**config.mk**
```make
export PLATFORM = sky130hd
export DESIGN_NAME = psu_hold_seq
export DESIGN_NICKNAME = d
export VERILOG_FILES = /design/src/rtl/psh_pkg.sv /design/src/rtl/psh_enable_bits.sv /design/src/rtl/psh_hold_timer.sv /design/src/rtl/psu_hold_seq.sv
export SDC_FILE = /design/constraint.sdc
export NUM_CORES = 1
export LEC_CHECK = 0
export BUFFER_PORTS_ARGS = -buffer_cell sky130_fd_sc_hd__buf_2
export CAP_MARGIN = 25
export CORE_ASPECT_RATIO = 0.9
export CORE_MARGIN = 1
export CORE_UTILIZATION = 55
export CTS_CLUSTER_SIZE = 10
export DETAILED_ROUTE_END_ITERATION = 16
export PLACE_DENSITY = 0.74
export SLEW_MARGIN = 10
export SYNTH_ARGS = -nofsm -noshare
export SYNTH_HDL_FRONTEND = slang
export SYNTH_SLANG_ARGS = --single-unit
```
**constraint.sdc**
```tcl
create_clock -name clk -period 4.01 [get_ports clk]
set_clock_uncertainty 0.2 [all_clocks]
set_input_delay 0.401 -clock clk [delete_from_list [all_inputs] [get_ports clk]]
set_output_delay 0.401 -clock clk [all_outputs]
set_load 0.005 [all_outputs]
```
**src/rtl/psh_pkg.sv**
```systemverilog
package psh_pkg;

  typedef struct packed {
    logic clkgen;
    logic keep;
  } en_bits_t;

  // Ticks of a clk_hz clock that cover hold_ns nanoseconds, rounded up.
  function automatic int hold_ticks(longint unsigned clk_hz, longint unsigned hold_ns);
    longint unsigned prod;
    longint unsigned ticks;
    prod  = clk_hz * hold_ns;
    ticks = (prod + 64'd999_999_999) / 64'd1_000_000_000;
    return int'(ticks);
  endfunction

  // True when at least one enable bit holds the supply on.
  function automatic logic any_enabled(en_bits_t b);
    return b.clkgen | b.keep;
  endfunction

endpackage

```
**src/rtl/psh_enable_bits.sv**
```systemverilog
module psh_enable_bits
  import psh_pkg::*;
(
  input  logic     clk,
  input  logic     rst_n,
  input  logic     clkgen_wr,
  input  logic     clkgen_wdata,
  input  logic     keep_wr,
  input  logic     keep_wdata,
  input  logic     sleep_enter,
  output en_bits_t bits_q,
  output en_bits_t bits_d
);

  always_comb begin
    bits_d = bits_q;
    if (clkgen_wr) bits_d.clkgen = clkgen_wdata;
    if (keep_wr)   bits_d.keep   = keep_wdata;
    if (sleep_enter) bits_d = '0;
  end

  always_ff @(posedge clk or negedge rst_n) begin
    if (!rst_n) bits_q <= '0;
    else        bits_q <= bits_d;
  end

  // sleep entry leaves both bits cleared
  a_r7_sleep_clears: assert property (@(posedge clk) disable iff (!rst_n)
    sleep_enter |=> (bits_q == '0));

  // without its own strobe or sleep, the clock-generator bit holds
  a_r11_clkgen_held: assert property (@(posedge clk) disable iff (!rst_n)
    (!clkgen_wr && !sleep_enter) |=> $stable(bits_q.clkgen));

  // without its own strobe or sleep, the keep bit holds
  a_r11_keep_held: assert property (@(posedge clk) disable iff (!rst_n)
    (!keep_wr && !sleep_enter) |=> $stable(bits_q.keep));

endmodule

```
**src/rtl/psh_hold_timer.sv**
```systemverilog
module psh_hold_timer #(
  parameter int TICKS = 15
) (
  input  logic clk,
  input  logic rst_n,
  input  logic keep,
  output logic active
);

  localparam int CW = $clog2(TICKS + 1);
  localparam logic [CW-1:0] LOAD = CW'(TICKS);

  logic [CW-1:0] remain;
  logic          expired;

  assign expired = (remain == '0);
  assign active  = !expired;

  always_ff @(posedge clk or negedge rst_n) begin
    if (!rst_n)        remain <= LOAD;
    else if (keep)     remain <= LOAD;
    else if (!expired) remain <= remain - CW'(1);
  end

  // the count steps down by one per edge when not reloaded
  a_r5_step_down: assert property (@(posedge clk) disable iff (!rst_n)
    (!keep && !expired) |=> (remain == $past(remain) - CW'(1)));

  // the line only falls from the final tick
  a_r5_fall_on_last: assert property (@(posedge clk) disable iff (!rst_n)
    $fell(active) |-> ($past(remain) == CW'(1)));

  // an expired timer stays expired without a keep edge
  a_r10_stay_low: assert property (@(posedge clk) disable iff (!rst_n)
    (expired && !keep) |=> expired);

endmodule

```
**src/rtl/psu_hold_seq.sv**
```systemverilog
module psu_hold_seq
  import psh_pkg::*;
#(
  parameter longint unsigned CLK_HZ  = 250_000_000,
  parameter longint unsigned HOLD_NS = 2_930_000
) (
  input  logic clk,
  input  logic rst_n,
  input  logic clkgen_wr,
  input  logic clkgen_wdata,
  input  logic keep_wr,
  input  logic keep_wdata,
  input  logic sleep_enter,
  input  logic wake_evt,
  output logic shutdown_n,
  output logic clkgen_en,
  output logic keep_en
);

  localparam int HOLD_TICKS = hold_ticks(CLK_HZ, HOLD_NS);

  en_bits_t bits_q;
  en_bits_t bits_d;
  logic     keep_evt;
  logic     hold_active;

  psh_enable_bits u_bits (
    .clk          (clk),
    .rst_n        (rst_n),
    .clkgen_wr    (clkgen_wr),
    .clkgen_wdata (clkgen_wdata),
    .keep_wr      (keep_wr),
    .keep_wdata   (keep_wdata),
    .sleep_enter  (sleep_enter),
    .bits_q       (bits_q),
    .bits_d       (bits_d)
  );

  // A keep edge: a bit will be set after this edge, or a wake-up arrives.
  assign keep_evt = any_enabled(bits_d) | wake_evt;

  psh_hold_timer #(.TICKS(HOLD_TICKS)) u_timer (
    .clk    (clk),
    .rst_n  (rst_n),
    .keep   (keep_evt),
    .active (hold_active)
  );

  assign shutdown_n = hold_active;
  assign clkgen_en  = bits_q.clkgen;
  assign keep_en    = bits_q.keep;

  // a keep-bit write of one raises bit and line together
  a_r2_keep_write: assert property (@(posedge clk) disable iff (!rst_n)
    (keep_wr && keep_wdata && !sleep_enter) |=> (keep_en && shutdown_n));

  // a clock-generator write of one raises bit and line together
  a_r3_clkgen_write: assert property (@(posedge clk) disable iff (!rst_n)
    (clkgen_wr && clkgen_wdata && !sleep_enter) |=> (clkgen_en && shutdown_n));

  // an enabled bit always keeps the supply on
  a_r4_on_while_enabled: assert property (@(posedge clk) disable iff (!rst_n)
    (clkgen_en || keep_en) |-> shutdown_n);

  // a wake-up raises the line on the next cycle
  a_r8_wake_raises: assert property (@(posedge clk) disable iff (!rst_n)
    wake_evt |=> shutdown_n);

endmodule

```
==> summary.txt <==
Run status
  – Status: complete, no violations

Setup path
  – FF-to-FF Start: u_timer.remain[1]
  – Worst path slowest cell: nor3_2
  – Reg2reg end: u_timer.remain[14]
  – CP top delay family: simple AND/OR/NAND/NOR gates
  – CP Buf/Inv Count: 1
  – Crit path cell chain: or4_4 -> nor3_2 -> nand2_1 -> buf_2
  – CP Max Fanout: 12
  – R2R cell count: 6
  – Kind of critical path: flip-flop to primary output
  – Worst EP required: 3410 ps
  – Critical Path Start: u_timer.remain[10]
  – Worst R2R Setup Slack: around 1600 ps
  – Crit path launch type: flip-flop
  – Worst endpoint data arrival time: 2290 ps
  – CP peak stage delay: 640 ps
  – Crit end category: primary output

Drt
  – DRT antenna net count: 0
  – WL per Instance: 17.2 um
  – Final wirelength: 2.90 mm
  – Residual DRC: 0
  – DRT Pass-1 Iters: 4
  – DR iter-0 viols: 35
  – Vias: 1115
  – Mean number of vias per cell: 6.64

Die
  – Row count: 16
  – Die area: 2490 um2
  – Die Y: approximately 47 um
  – IO Count: 11
  – Core ar.: 2160 um2
  – Starting Density: between 50% and 60%
  – DIE WIDTH: approximately 52 um

Hold path
  – Worst hold-check path type: input pin to flip-flop
  – Hold EP: u_bits.bits_q[0]
  – Hold path cells: 2
  – Hold Crit Start: sleep_enter

STA
  – RSZ-0062 raised after global routing: no
  – Final Critical Period: 2890 ps
  – Slew Limit Fails: 0
  – Fin crit share: 72.2%
  – Max-slew headroom at the worst pin: 50.0%
  – Least-Margin Pin Slew: roughly 750 ps
  – Fmax: 346 MHz
  – Hold Vio Cnt, Final: 0
  – Final setup viols: 0
  – Setup TNS: 0 ps

Job
  – Max Cap Viol: 0

GRT
  – Global-route wire length before repair: 4.53 mm
  – Global route overflow: 0
  – Largest net degree at the start of global routing: 23
  – Met2 GRT Util: 40.3%
  – Total GRT Usage: 25.7%
  – Grt met1 use: 36.5%
  – Routing usage on met3: under 10%
  – Initial antenna violation count: 0
  – Vias in the first global route: 964
  – Busiest grt layer: met2

Clock tree
  – CTS HTree Levels: 1
  – Clock transition at path regs: 130 ps
  – CTS resizes: 0
  – CTS Buf Count: 3
  – Clock Latency Late Sink: 320 ps
  – CTS tree: built
  – CTS Root Cell: clkbuf_4
  – Cts hold-fix bufs: 1
  – Buffer depth of the longest clock path: 2
  – Post-CTS setup buffers: 0
  – # clock sinks: 22

Finish
  – Most frequent cells in the layout: nand3_1, dfrtp_1, a21oi_1, buf_2, dfstp_2
  – Final #Nets: 152
  – Most common cell after layout, fill and taps aside: nand3_1
  – Share of layout cells above drive strength 1: about a fifth
  – N_diodes: 0
  – Area Overhead vs Synth: 7.34%
  – Fin area: ~1400 um2

Power
  – Leakage: between 0.0005 and 0.0006 uW
  – Total Power: 389 uW
  – Power density cells: 287 nW/um2
  – Maximum VDD drop: 223 uV

Yosys
  – Mapped Cells: between 100 and 150
  – Post-synth EDFFs: 0
  – Area of the mapped netlist: 1260 um2
  – Warnings from Yosys: 0
  – Most used DFF post-synth: dfrtp_1
  – Post-synthesis sequential area ratio: ~45%
  – Top-area cell type share of the netlist area: between 20% and 30%
  – Ranking of synthesized cells by area: dfrtp_1, dfstp_2, mux2i_1, nand3_1, or3_1
  – Synthesized flop and latch total: 22
  – Yosys cell types: 36
  – Cell taking the most area after synthesis: dfrtp_1
  – Synth async-reset ratio: 100%
  – Syn Nets: 140
  – Syn Area/Cell: 9.63 um2

Placed design
  – Post-DP Area: approximately 1300 um2
  – GPL Wtd Cong: 0.808
  – Port Buffer Count: 10
  – HPWL Detailed: 2.09 mm
## registers in the layout, summed over array words and instances (netlist names)
name            count
u_bits.bits_q       2
u_timer.remain     20
## metrics by stage
step,instances,hold WS [ps],util [%],worst slack (ps)
final,168,82.6,62.6,1120
after global routing,168,66.9,62.6,1070
after CTS,168,76.4,62.6,1160
after detailed placement,164,190,61.1,1520
after global placement,164,189,61.1,1610
after floorplan,131,-94.6,-,1900
## layer usage
metal | up-vias | share of wire (%)
met5 | - | 0
met4 | 0 | 0.66
met3 | 4 | 5.3
met2 | 35 | 48
met1 | 548 | 46
li1 | 528 | -
## layout make-up
| cell class | count | area [um2] |
|---|---|---|
| flip-flops and latches | 22 | 563 |
| inverters | 5 | 18.8 |
| repair buffers | 11 | 60.1 |
| multi-input cells | 100 | 656 |
| well taps | 27 | 33.8 |
| fillers | 197 | 808 |
| clock buffers | 3 | 22.5 |
## kinds of logic (layout without fill, tap and decap cells)
| family | after synthesis | count (layout) | synth area share, % |
|---|---|---|---|
| DFF | 22 | 22 | 44.6 |
| and+or+nand+nor | 60 | 60 | 28.7 |
| adders and majority gates | 1 | 1 | 0.992 |
| buffers and inverters | 9 | 19 | 3.37 |
| muxes | 8 | 8 | 6.35 |
| AOI/OAI and AO/OA | 31 | 31 | 16.0 |
## synth_stat cells, types with 3 or more instances
master    n
o21ai_0   6
dfrtp_1  12
nand3_1  13
mux2i_1   8
or3_1     9
nor3_1    8
inv_1     5
dfstp_2  10
and3_1    4
or4_1     3
a21oi_1  10
nor2_1    6
nand2_1   3
nor4_1    3
o31ai_1   4
## worst max path at each step
stage	end	cells past startpoint
final	shutdown_n	4
after global routing	shutdown_n	4
after CTS	shutdown_n	4
after detailed placement	shutdown_n	4
after global placement	shutdown_n	4
after floorplan	u_timer.remain[14]	6
## report_power, final
group / internal (uW) / total [uW] / leakage (uW) / switching [uW]
registers: 230 / 238 / 0.000269 / 7.75
logic: 18.0 / 47.0 / 0.000228 / 29.0
clock network: 35.2 / 104 / 0.0000138 / 68.9
(Power assumes the default switching activity.)
